`src/rtl/dtc_pkg.sv`:
```
package dtc_pkg;

  localparam logic [2:0] F_SRC  = 3'd0;
  localparam logic [2:0] F_DST  = 3'd1;
  localparam logic [2:0] F_CNT  = 3'd2;
  localparam logic [2:0] F_CTRL = 3'd3;
  localparam logic [2:0] F_MAP  = 3'd4;
  localparam logic [2:0] F_TRIG = 3'd5;

  localparam logic [1:0] M_NORMAL = 2'd0;
  localparam logic [1:0] M_REPEAT = 2'd1;
  localparam logic [1:0] M_BLOCK  = 2'd2;

  typedef struct packed {
    logic [7:0] blk;
    logic       rpt_src;
    logic       chain;
    logic       dst_inc;
    logic       src_inc;
    logic [1:0] mode;
    logic [1:0] size;
  } ctrl_t;

  typedef enum logic [2:0] {
    S_IDLE, S_LOAD, S_LATCH, S_RD, S_CAP, S_WR, S_FIN
  } eng_st_e;

endpackage

```
`src/rtl/dtc_ram.sv`:
```
module dtc_ram #(
  parameter int W = 32,
  parameter int DEPTH = 16,
  localparam int AW = $clog2(DEPTH)
) (
  input  logic          clk,
  input  logic          we,
  input  logic [AW-1:0] waddr,
  input  logic [W-1:0]  wdata,
  input  logic [AW-1:0] raddr,
  output logic [W-1:0]  rdata
);
  logic [W-1:0] mem [DEPTH];

  always_ff @(posedge clk) begin
    if (we) mem[waddr] <= wdata;
    rdata <= mem[raddr];
  end
endmodule

```
`src/rtl/dtc_req_arb.sv`:
```
module dtc_req_arb #(
  parameter int NREQ = 8,
  parameter int NDESC = 16,
  localparam int RW = $clog2(NREQ),
  localparam int DW = $clog2(NDESC)
) (
  input  logic            clk,
  input  logic            rst,
  input  logic [NREQ-1:0] hw_req,
  input  logic            map_we,
  input  logic [RW-1:0]   map_req,
  input  logic [DW-1:0]   map_desc,
  input  logic            sw_we,
  input  logic [DW-1:0]   sw_desc,
  input  logic            eng_idle,
  output logic            start,
  output logic [DW-1:0]   start_desc
);
  logic [NREQ-1:0] pend;
  logic [NREQ-1:0] clr_vec;
  logic [DW-1:0]   map_q [NREQ];
  logic            sw_pend;
  logic [DW-1:0]   sw_q;
  logic            hit;
  logic [RW-1:0]   gi;

  for (genvar g = 0; g < NREQ; g++) begin : g_map
    always_ff @(posedge clk) begin
      if (rst) map_q[g] <= DW'(g);
      else if (map_we && map_req == RW'(g)) map_q[g] <= map_desc;
    end
  end

  always_comb begin
    hit = 1'b0;
    gi  = '0;
    for (int i = NREQ - 1; i >= 0; i--) begin
      if (pend[i]) begin
        hit = 1'b1;
        gi  = RW'(i);
      end
    end
    for (int i = 0; i < NREQ; i++) clr_vec[i] = eng_idle && hit && (gi == RW'(i));
  end

  assign start      = eng_idle && (hit || sw_pend);
  assign start_desc = hit ? map_q[gi] : sw_q;

  always_ff @(posedge clk) begin
    if (rst) begin
      pend    <= '0;
      sw_pend <= 1'b0;
      sw_q    <= '0;
    end else begin
      pend <= (pend & ~clr_vec) | hw_req;
      if (sw_we) begin
        sw_pend <= 1'b1;
        sw_q    <= sw_desc;
      end else if (eng_idle && !hit && sw_pend) begin
        sw_pend <= 1'b0;
      end
    end
  end
endmodule

```
`src/rtl/dtc_xfer_eng.sv`:
```
module dtc_xfer_eng
  import dtc_pkg::*;
#(
  parameter int NDESC = 16,
  parameter int ADDR_W = 32,
  parameter int DATA_W = 32,
  parameter int CNT_W = 16,
  localparam int DW = $clog2(NDESC),
  localparam int UW = 9
) (
  input  logic              clk,
  input  logic              rst,
  input  logic              start,
  input  logic [DW-1:0]     start_desc,
  input  logic [ADDR_W-1:0] d_src,
  input  logic [ADDR_W-1:0] d_dst,
  input  logic [CNT_W-1:0]  d_cnt,
  input  logic [ADDR_W-1:0] d_src0,
  input  logic [ADDR_W-1:0] d_dst0,
  input  logic [CNT_W-1:0]  d_cnt0,
  input  ctrl_t             d_ctrl,
  output logic [DW-1:0]     cur_desc,
  output logic              idle,
  output logic              wb_we,
  output logic [ADDR_W-1:0] wb_src,
  output logic [ADDR_W-1:0] wb_dst,
  output logic [CNT_W-1:0]  wb_cnt,
  output logic              mem_req,
  output logic              mem_we,
  output logic [1:0]        mem_size,
  output logic [ADDR_W-1:0] mem_addr,
  output logic [DATA_W-1:0] mem_wdata,
  input  logic [DATA_W-1:0] mem_rdata,
  output logic              done
);
  localparam logic [DW-1:0] ONE_D = DW'(1);

  eng_st_e           st;
  logic [DW-1:0]     idx;
  logic [ADDR_W-1:0] src, dst, src0, dst0;
  logic [CNT_W-1:0]  cnt, cnt0;
  ctrl_t             ctrl;
  logic [UW-1:0]     units;
  logic [DATA_W-1:0] data_q;
  logic              skip;
  logic              done_q;
  logic [ADDR_W-1:0] step, src_step, dst_step;
  logic [CNT_W-1:0]  cnt_dec;
  logic              wrap;

  assign step     = {{(ADDR_W-3){1'b0}}, 3'b001} << ctrl.size;
  assign src_step = ctrl.src_inc ? step : '0;
  assign dst_step = ctrl.dst_inc ? step : '0;
  assign cnt_dec  = cnt - CNT_W'(1);
  assign wrap     = (ctrl.mode == M_REPEAT) && (cnt_dec == '0);

  always_comb begin
    wb_cnt = wrap ? cnt0 : cnt_dec;
    wb_src = (wrap && ctrl.rpt_src) ? src0 : src;
    wb_dst = (wrap && !ctrl.rpt_src) ? dst0 : dst;
  end

  assign wb_we     = (st == S_FIN) && !skip;
  assign cur_desc  = idx;
  assign idle      = (st == S_IDLE);
  assign mem_req   = (st == S_RD) || (st == S_WR);
  assign mem_we    = (st == S_WR);
  assign mem_size  = ctrl.size;
  assign mem_addr  = (st == S_WR) ? dst : src;
  assign mem_wdata = data_q;
  assign done      = done_q;

  always_ff @(posedge clk) begin
    if (rst) begin
      st     <= S_IDLE;
      idx    <= '0;
      done_q <= 1'b0;
      ctrl   <= '0;
    end else begin
      done_q <= 1'b0;
      case (st)
        S_IDLE: if (start) begin
          idx <= start_desc;
          st  <= S_LOAD;
        end
        S_LOAD: st <= S_LATCH;
        S_LATCH: begin
          src   <= d_src;
          dst   <= d_dst;
          cnt   <= d_cnt;
          src0  <= d_src0;
          dst0  <= d_dst0;
          cnt0  <= d_cnt0;
          ctrl  <= d_ctrl;
          units <= (d_ctrl.mode == M_BLOCK) ? {1'b0, d_ctrl.blk} : UW'(1);
          skip  <= (d_cnt == '0) && (d_ctrl.mode != M_REPEAT);
          st    <= ((d_cnt == '0) && (d_ctrl.mode != M_REPEAT)) ? S_FIN : S_RD;
        end
        S_RD: st <= S_CAP;
        S_CAP: begin
          data_q <= mem_rdata;
          st     <= S_WR;
        end
        S_WR: begin
          src <= src + src_step;
          dst <= dst + dst_step;
          if (units <= UW'(1)) begin
            st <= S_FIN;
          end else begin
            units <= units - UW'(1);
            st    <= S_RD;
          end
        end
        S_FIN: if (ctrl.chain) begin
          idx <= idx + ONE_D;
          st  <= S_LOAD;
        end else begin
          st     <= S_IDLE;
          done_q <= 1'b1;
        end
        default: st <= S_IDLE;
      endcase
    end
  end
endmodule

```
`src/rtl/dtc_engine.sv`:
```
module dtc_engine
  import dtc_pkg::*;
#(
  parameter int NREQ = 8,
  parameter int NDESC = 16,
  parameter int ADDR_W = 32,
  parameter int DATA_W = 32,
  parameter int CNT_W = 16,
  localparam int DW = $clog2(NDESC),
  localparam int RW = $clog2(NREQ),
  localparam int CTRL_W = $bits(ctrl_t)
) (
  input  logic              clk,
  input  logic              rst,
  input  logic              cfg_we,
  input  logic [DW-1:0]     cfg_desc,
  input  logic [2:0]        cfg_field,
  input  logic [ADDR_W-1:0] cfg_wdata,
  output logic [ADDR_W-1:0] cfg_rdata,
  input  logic [NREQ-1:0]   hw_req,
  output logic              mem_req,
  output logic              mem_we,
  output logic [1:0]        mem_size,
  output logic [ADDR_W-1:0] mem_addr,
  output logic [DATA_W-1:0] mem_wdata,
  input  logic [DATA_W-1:0] mem_rdata,
  output logic              busy,
  output logic              done
);
  logic              idle, start, wb_we;
  logic [DW-1:0]     start_desc, eng_desc, raddr, waddr;
  logic [ADDR_W-1:0] q_src, q_dst, q_src0, q_dst0, wb_src, wb_dst;
  logic [CNT_W-1:0]  q_cnt, q_cnt0, wb_cnt;
  logic [CTRL_W-1:0] q_ctrl;
  logic              cfg_ok;
  logic [2:0]        field_q;

  assign cfg_ok = cfg_we && idle;
  assign raddr  = idle ? cfg_desc : eng_desc;
  assign waddr  = wb_we ? eng_desc : cfg_desc;
  assign busy   = !idle;

  dtc_ram #(.W(ADDR_W), .DEPTH(NDESC)) u_src (
    .clk, .we(wb_we || (cfg_ok && cfg_field == F_SRC)), .waddr,
    .wdata(wb_we ? wb_src : cfg_wdata), .raddr, .rdata(q_src));
  dtc_ram #(.W(ADDR_W), .DEPTH(NDESC)) u_dst (
    .clk, .we(wb_we || (cfg_ok && cfg_field == F_DST)), .waddr,
    .wdata(wb_we ? wb_dst : cfg_wdata), .raddr, .rdata(q_dst));
  dtc_ram #(.W(CNT_W), .DEPTH(NDESC)) u_cnt (
    .clk, .we(wb_we || (cfg_ok && cfg_field == F_CNT)), .waddr,
    .wdata(wb_we ? wb_cnt : cfg_wdata[CNT_W-1:0]), .raddr, .rdata(q_cnt));
  dtc_ram #(.W(ADDR_W), .DEPTH(NDESC)) u_src0 (
    .clk, .we(cfg_ok && cfg_field == F_SRC), .waddr(cfg_desc),
    .wdata(cfg_wdata), .raddr, .rdata(q_src0));
  dtc_ram #(.W(ADDR_W), .DEPTH(NDESC)) u_dst0 (
    .clk, .we(cfg_ok && cfg_field == F_DST), .waddr(cfg_desc),
    .wdata(cfg_wdata), .raddr, .rdata(q_dst0));
  dtc_ram #(.W(CNT_W), .DEPTH(NDESC)) u_cnt0 (
    .clk, .we(cfg_ok && cfg_field == F_CNT), .waddr(cfg_desc),
    .wdata(cfg_wdata[CNT_W-1:0]), .raddr, .rdata(q_cnt0));
  dtc_ram #(.W(CTRL_W), .DEPTH(NDESC)) u_ctrl (
    .clk, .we(cfg_ok && cfg_field == F_CTRL), .waddr(cfg_desc),
    .wdata(cfg_wdata[CTRL_W-1:0]), .raddr, .rdata(q_ctrl));

  always_ff @(posedge clk) begin
    if (rst) field_q <= F_SRC;
    else     field_q <= cfg_field;
  end

  always_comb begin
    case (field_q)
      F_SRC:   cfg_rdata = q_src;
      F_DST:   cfg_rdata = q_dst;
      F_CNT:   cfg_rdata = {{(ADDR_W-CNT_W){1'b0}}, q_cnt};
      F_CTRL:  cfg_rdata = {{(ADDR_W-CTRL_W){1'b0}}, q_ctrl};
      default: cfg_rdata = '0;
    endcase
  end

  dtc_req_arb #(.NREQ(NREQ), .NDESC(NDESC)) u_arb (
    .clk, .rst, .hw_req,
    .map_we(cfg_ok && cfg_field == F_MAP), .map_req(cfg_wdata[RW-1:0]),
    .map_desc(cfg_desc),
    .sw_we(cfg_we && cfg_field == F_TRIG), .sw_desc(cfg_desc),
    .eng_idle(idle), .start, .start_desc);

  dtc_xfer_eng #(.NDESC(NDESC), .ADDR_W(ADDR_W), .DATA_W(DATA_W), .CNT_W(CNT_W)) u_eng (
    .clk, .rst, .start, .start_desc,
    .d_src(q_src), .d_dst(q_dst), .d_cnt(q_cnt),
    .d_src0(q_src0), .d_dst0(q_dst0), .d_cnt0(q_cnt0), .d_ctrl(ctrl_t'(q_ctrl)),
    .cur_desc(eng_desc), .idle, .wb_we, .wb_src, .wb_dst, .wb_cnt,
    .mem_req, .mem_we, .mem_size, .mem_addr, .mem_wdata, .mem_rdata, .done);
endmodule

```
`config.mk`:
```
export PLATFORM = sky130hd
export DESIGN_NAME = dtc_engine
export DESIGN_NICKNAME = d
export VERILOG_FILES = /design/src/rtl/dtc_pkg.sv /design/src/rtl/dtc_ram.sv /design/src/rtl/dtc_req_arb.sv /design/src/rtl/dtc_xfer_eng.sv /design/src/rtl/dtc_engine.sv
export SDC_FILE = /design/constraint.sdc
export NUM_CORES = 2
export LEC_CHECK = 0
export BUFFER_PORTS_ARGS = -buffer_cell sky130_fd_sc_hd__buf_2
export CAP_MARGIN = 15
export CORE_AREA = 10 10 532 534
export CTS_CLUSTER_DIAMETER = 50
export DETAILED_ROUTE_END_ITERATION = 16
export DIE_AREA = 0 0 542 544
export GPL_TIMING_DRIVEN = 0
export HOLD_SLACK_MARGIN = 0.05
export PLACE_DENSITY_LB_ADDON = 0.1
export SLEW_MARGIN = 20
export SYNTH_ARGS = -nofsm -noshare
export SYNTH_HDL_FRONTEND = slang
export SYNTH_HIERARCHICAL = 1
export SYNTH_SLANG_ARGS = --single-unit
```
`constraint.sdc`:
```
create_clock -name clk -period 5.95 [get_ports clk]
set_clock_uncertainty 0.1 [all_clocks]
set_input_delay 0.8925 -clock clk [delete_from_list [all_inputs] [get_ports clk]]
set_output_delay 0.8925 -clock clk [all_outputs]
set_load 0.03 [all_outputs]
```
==> results.cfg <==
[global_route]
grt_util_met3_pct = 3.289
grtUsageTotal_pct = 23.38
grt-busiest-layer = met2
grt-ovfl-total = 0
antenna_found_initial = 41
grt_pass1_wl_um = 494100
grt_max_degree = 69
use_met1_pct = 33.04
grtUsageMet2_pct = 37.69
first_global_vias = 64960

[critical_path]
crit_chain = clkbuf_1 -> inv_1 -> nand3_1 -> clkbuf_1 -> clkbuf_1 -> clkbuf_1 -> o21ai_0 -> buf_2
cp.required_ns = 4.96
crit_top_cell = clkbuf_1
r2r_start = u_eng/st[0]
crit_type = reg2out
cp_max_fo = 10
cp-end-kind = output pin
cp_top_family = buffers and inverters
reg2reg_depth = 9
r2r_slack_ns = 0.90
cp.arrival_ns = 4.61
regToRegEndpoint = u_src/rdata[11]
critPathBufInv = 6
startpoint_type = flip-flop
cpPeakStageDelay_ns = 0.67
crit_slowest_cell = clkbuf_1

[layout]
post_route_cells_drive_above_1_share_pct = 27.53
final_nets = 7076
nFillCells = 21230
utilization_pct = 54.06
fin_cells = 10900
area_delta_synth_final_pct = 18.09

[run_status]
status = finished, final reports clean

[sta]
relSlewSlack_pct = 22.54
worst_slew_pin_slew_ns = 1.162
slew_violations = 0
setup_viol = 0
rsz0062_at_grt = false
fin_crit_sh_pct = 94.20
max_freq_ghz = 0.1784
hold_violations = 0
period_needed_ns = 5.605

[drt]
viasPerCell = 5.913
vias = 64460
drt_pass1_iterations = 8
wl_per_cell_um = 32.21
drtIter0Drc = 6971
routed_wl_um = 351100
remaining_drc_errors = 0
detail-route-antenna-nets = 0

[synthesis]
ys_seq_area_share_pct = 76.78
syn_avg_cell_area_um2 = 20.24
synth_top_area_share_pct = 73.44
synth_nets = 6258
synth_area_um2 = 124700
synth_top_cell_by_area = edfxtp_1
synth.most_common_cell = edfxtp_1
synth_edf_count = 3050
synthCells = 6161
yosysUniqueCellTypes = 74
async_reset_ff_share_pct = 0
synthTopCellsByArea = edfxtp_1 73%, mux4_2 12%, dfxtp_1 3.3%
yosysWarnings = 6
synthFlopType = edfxtp_1
ys_seq_elements = 3258
synth_top_cells_by_count = 3050 x edfxtp_1, 674 x mux4_2, 555 x nand2_1

[clock_network]
cts_root_buf = clkbuf_16
path_clk_slew_ns = 0.06
cts_sinks = 3258
clock_latency_ns = 0.95
htree_levels = 5
cts_max_path_buffers = 4
cts_tree = built
numCtsBuffers = 377

[power]
ir_worst_vdd_mv = 0.3051
power.density_nw_per_um2 = 460.4
p_leak_nw = 47.78

[floorplan]
fp.dieArea_um2 = 294800
fp.dieW_um = 542
rows = 192
die_h_um = 544
ios = 184
core_area_um2 = 272400
initial_core_util_pct = 45.78

[place]
placed_cells = 10160
dp_hpwl_um = 240500
routabilityCongestion = 0.8970
port_buffers = 183

[worst_hold_path]
hold_start = hw_req[7]
hold_end = u_arb/pend[7]
holdCritPathClass = in2reg
holdPathStages = 3

[job]
timing.max_cap.violations = 0
[tightest hold or removal path: stages]
cell and delay (ns):
buf_2 0.15, inv_1 0.07, a311oi_1 0.07
[kinds of logic after synthesis]
group	after synthesis	share of synthesized area (%)
AOI/OAI and AO/OA	558	3.136
and+or+nand+nor	1050	3.832
adders and majority gates	15	0.1625
buffers and inverters	366	1.510
DFF	3258	76.78
xor gates and xnor gates	80	0.5679
muxes	834	14.01
[layout make-up]
cell class | count | area [um2] | share of cell area [%]
flip-flops and latches | 3258 | 95750 | 65.02
multi-input cells | 2537 | 27730 | 18.83
clock buffers | 474 | 10100 | 6.859
repair buffers | 439 | 4648 | 3.156
well taps | 3589 | 4491 | 3.049
clock inverters | 219 | 2619 | 1.778
plain buffers | 322 | 1718 | 1.166
inverters | 44 | 165.2 | 0.1121
diodes | 18 | 45.04 | 0.03058
[state kept, by name, summed over array words and instances (netlist names), 32 cells and up]
signal and count:
u_dst/mem 512, u_dst0/mem 512, u_src/mem 512, u_src0/mem 512, u_cnt/mem 256, u_cnt0/mem 256, u_ctrl/mem 256, u_arb/map_q 32
u_dst/rdata 32, u_dst0/rdata 32, u_eng/dst0 32, u_eng/dst 32, u_eng/mem_wdata 32, u_eng/src0 32, u_eng/src 32, u_src/rdata 32
u_src0/rdata 32
[repair_timing]
| action | CTS | global route |
|---|---|---|
| gates resized for setup | 0 | 0 |
| setup endpoints to repair | 0 | 0 |
| hold buffers | 32 | 0 |
| endpoints found under the hold margin | 32 | 0 |
| buffers inserted | 0 | 0 |
[cell usage in the layout (no fill, tap or decap), types with 24 or more instances in the layout]
master and count:
buf_16 56, buf_8 28, mux2_4 32, mux4_1 30, clkinv_2 47, nor3_1 34
inv_1 44, clkbuf_16 380, buf_1 52, xnor2_1 62, nor2_4 51, nand2_1 555
clkbuf_1 208, nor2_1 77, mux2_2 40, nor2_2 34, buf_4 160, a21oi_1 30
o21ai_0 88, buf_6 58, buf_2 214, nand3_1 42, mux4_2 674, clkinvlp_4 29
dlygate4sd3_1 32, nor4_1 29, nor2b_1 25, clkbuf_8 24, nand2b_1 58, bufinv_16 38
mux2i_1 57, edfxtp_1 3050, nor3_2 29, dfxtp_1 208, a22oi_1 359, clkinv_1 45
[worst max-delay path by stage]
| stage | from | endpoint | slack, ns | cells past startpoint |
|---|---|---|---|---|
| floorplan | u_eng/st[1] | u_eng/units[0] | 0.72 | 7 |
| global placement | u_eng/st[0] | u_src/mem[0][23] | -3.90 | 7 |
| detailed placement | cfg_desc[1] | u_src/rdata[11] | 0.70 | 7 |
| CTS | u_eng/st[1] | mem_addr[15] | 0.37 | 8 |
| global route | u_eng/st[1] | mem_addr[15] | 0.16 | 8 |
| finish | u_eng/st[1] | mem_addr[15] | 0.35 | 8 |
[where the power goes]
| group | total, mW | switching [mW] | internal [mW] |
|---|---|---|---|
| clock network | 23.3 | 9.48 | 13.8 |
| registers | 27.6 | 1.31 | 26.3 |
| logic | 16.9 | 9.99 | 6.89 |
[per-stage QoR]
stage / TNS (ns) / hold WS [ns] / cell area, um2 / worst slack [ns] / total power [mW]
after CTS: 0 / 0.1589 / 147200 / 0.3732 / 68.33
after global routing: 0 / 0.1969 / 147200 / 0.1582 / 70.15
final: 0 / 0.2206 / 147300 / 0.3450 / 67.81
after detailed placement: 0 / 0.2887 / 134200 / 0.7000 / 45.03
after floorplan: 0 / 0.2855 / 124700 / 0.7190 / 38.11
after global placement: -2678.00 / 0.2914 / 130100 / -3.903 / 44.85
[metal layers]
metal / up-vias / routed length (um)
met2: 2455 / 168300
met3: 564 / 22430
met5: - / 46
met1: 34480 / 147300
li1: 26960 / -
met4: 6 / 12980
Note: power is estimated with default switching activity, not from simulation.
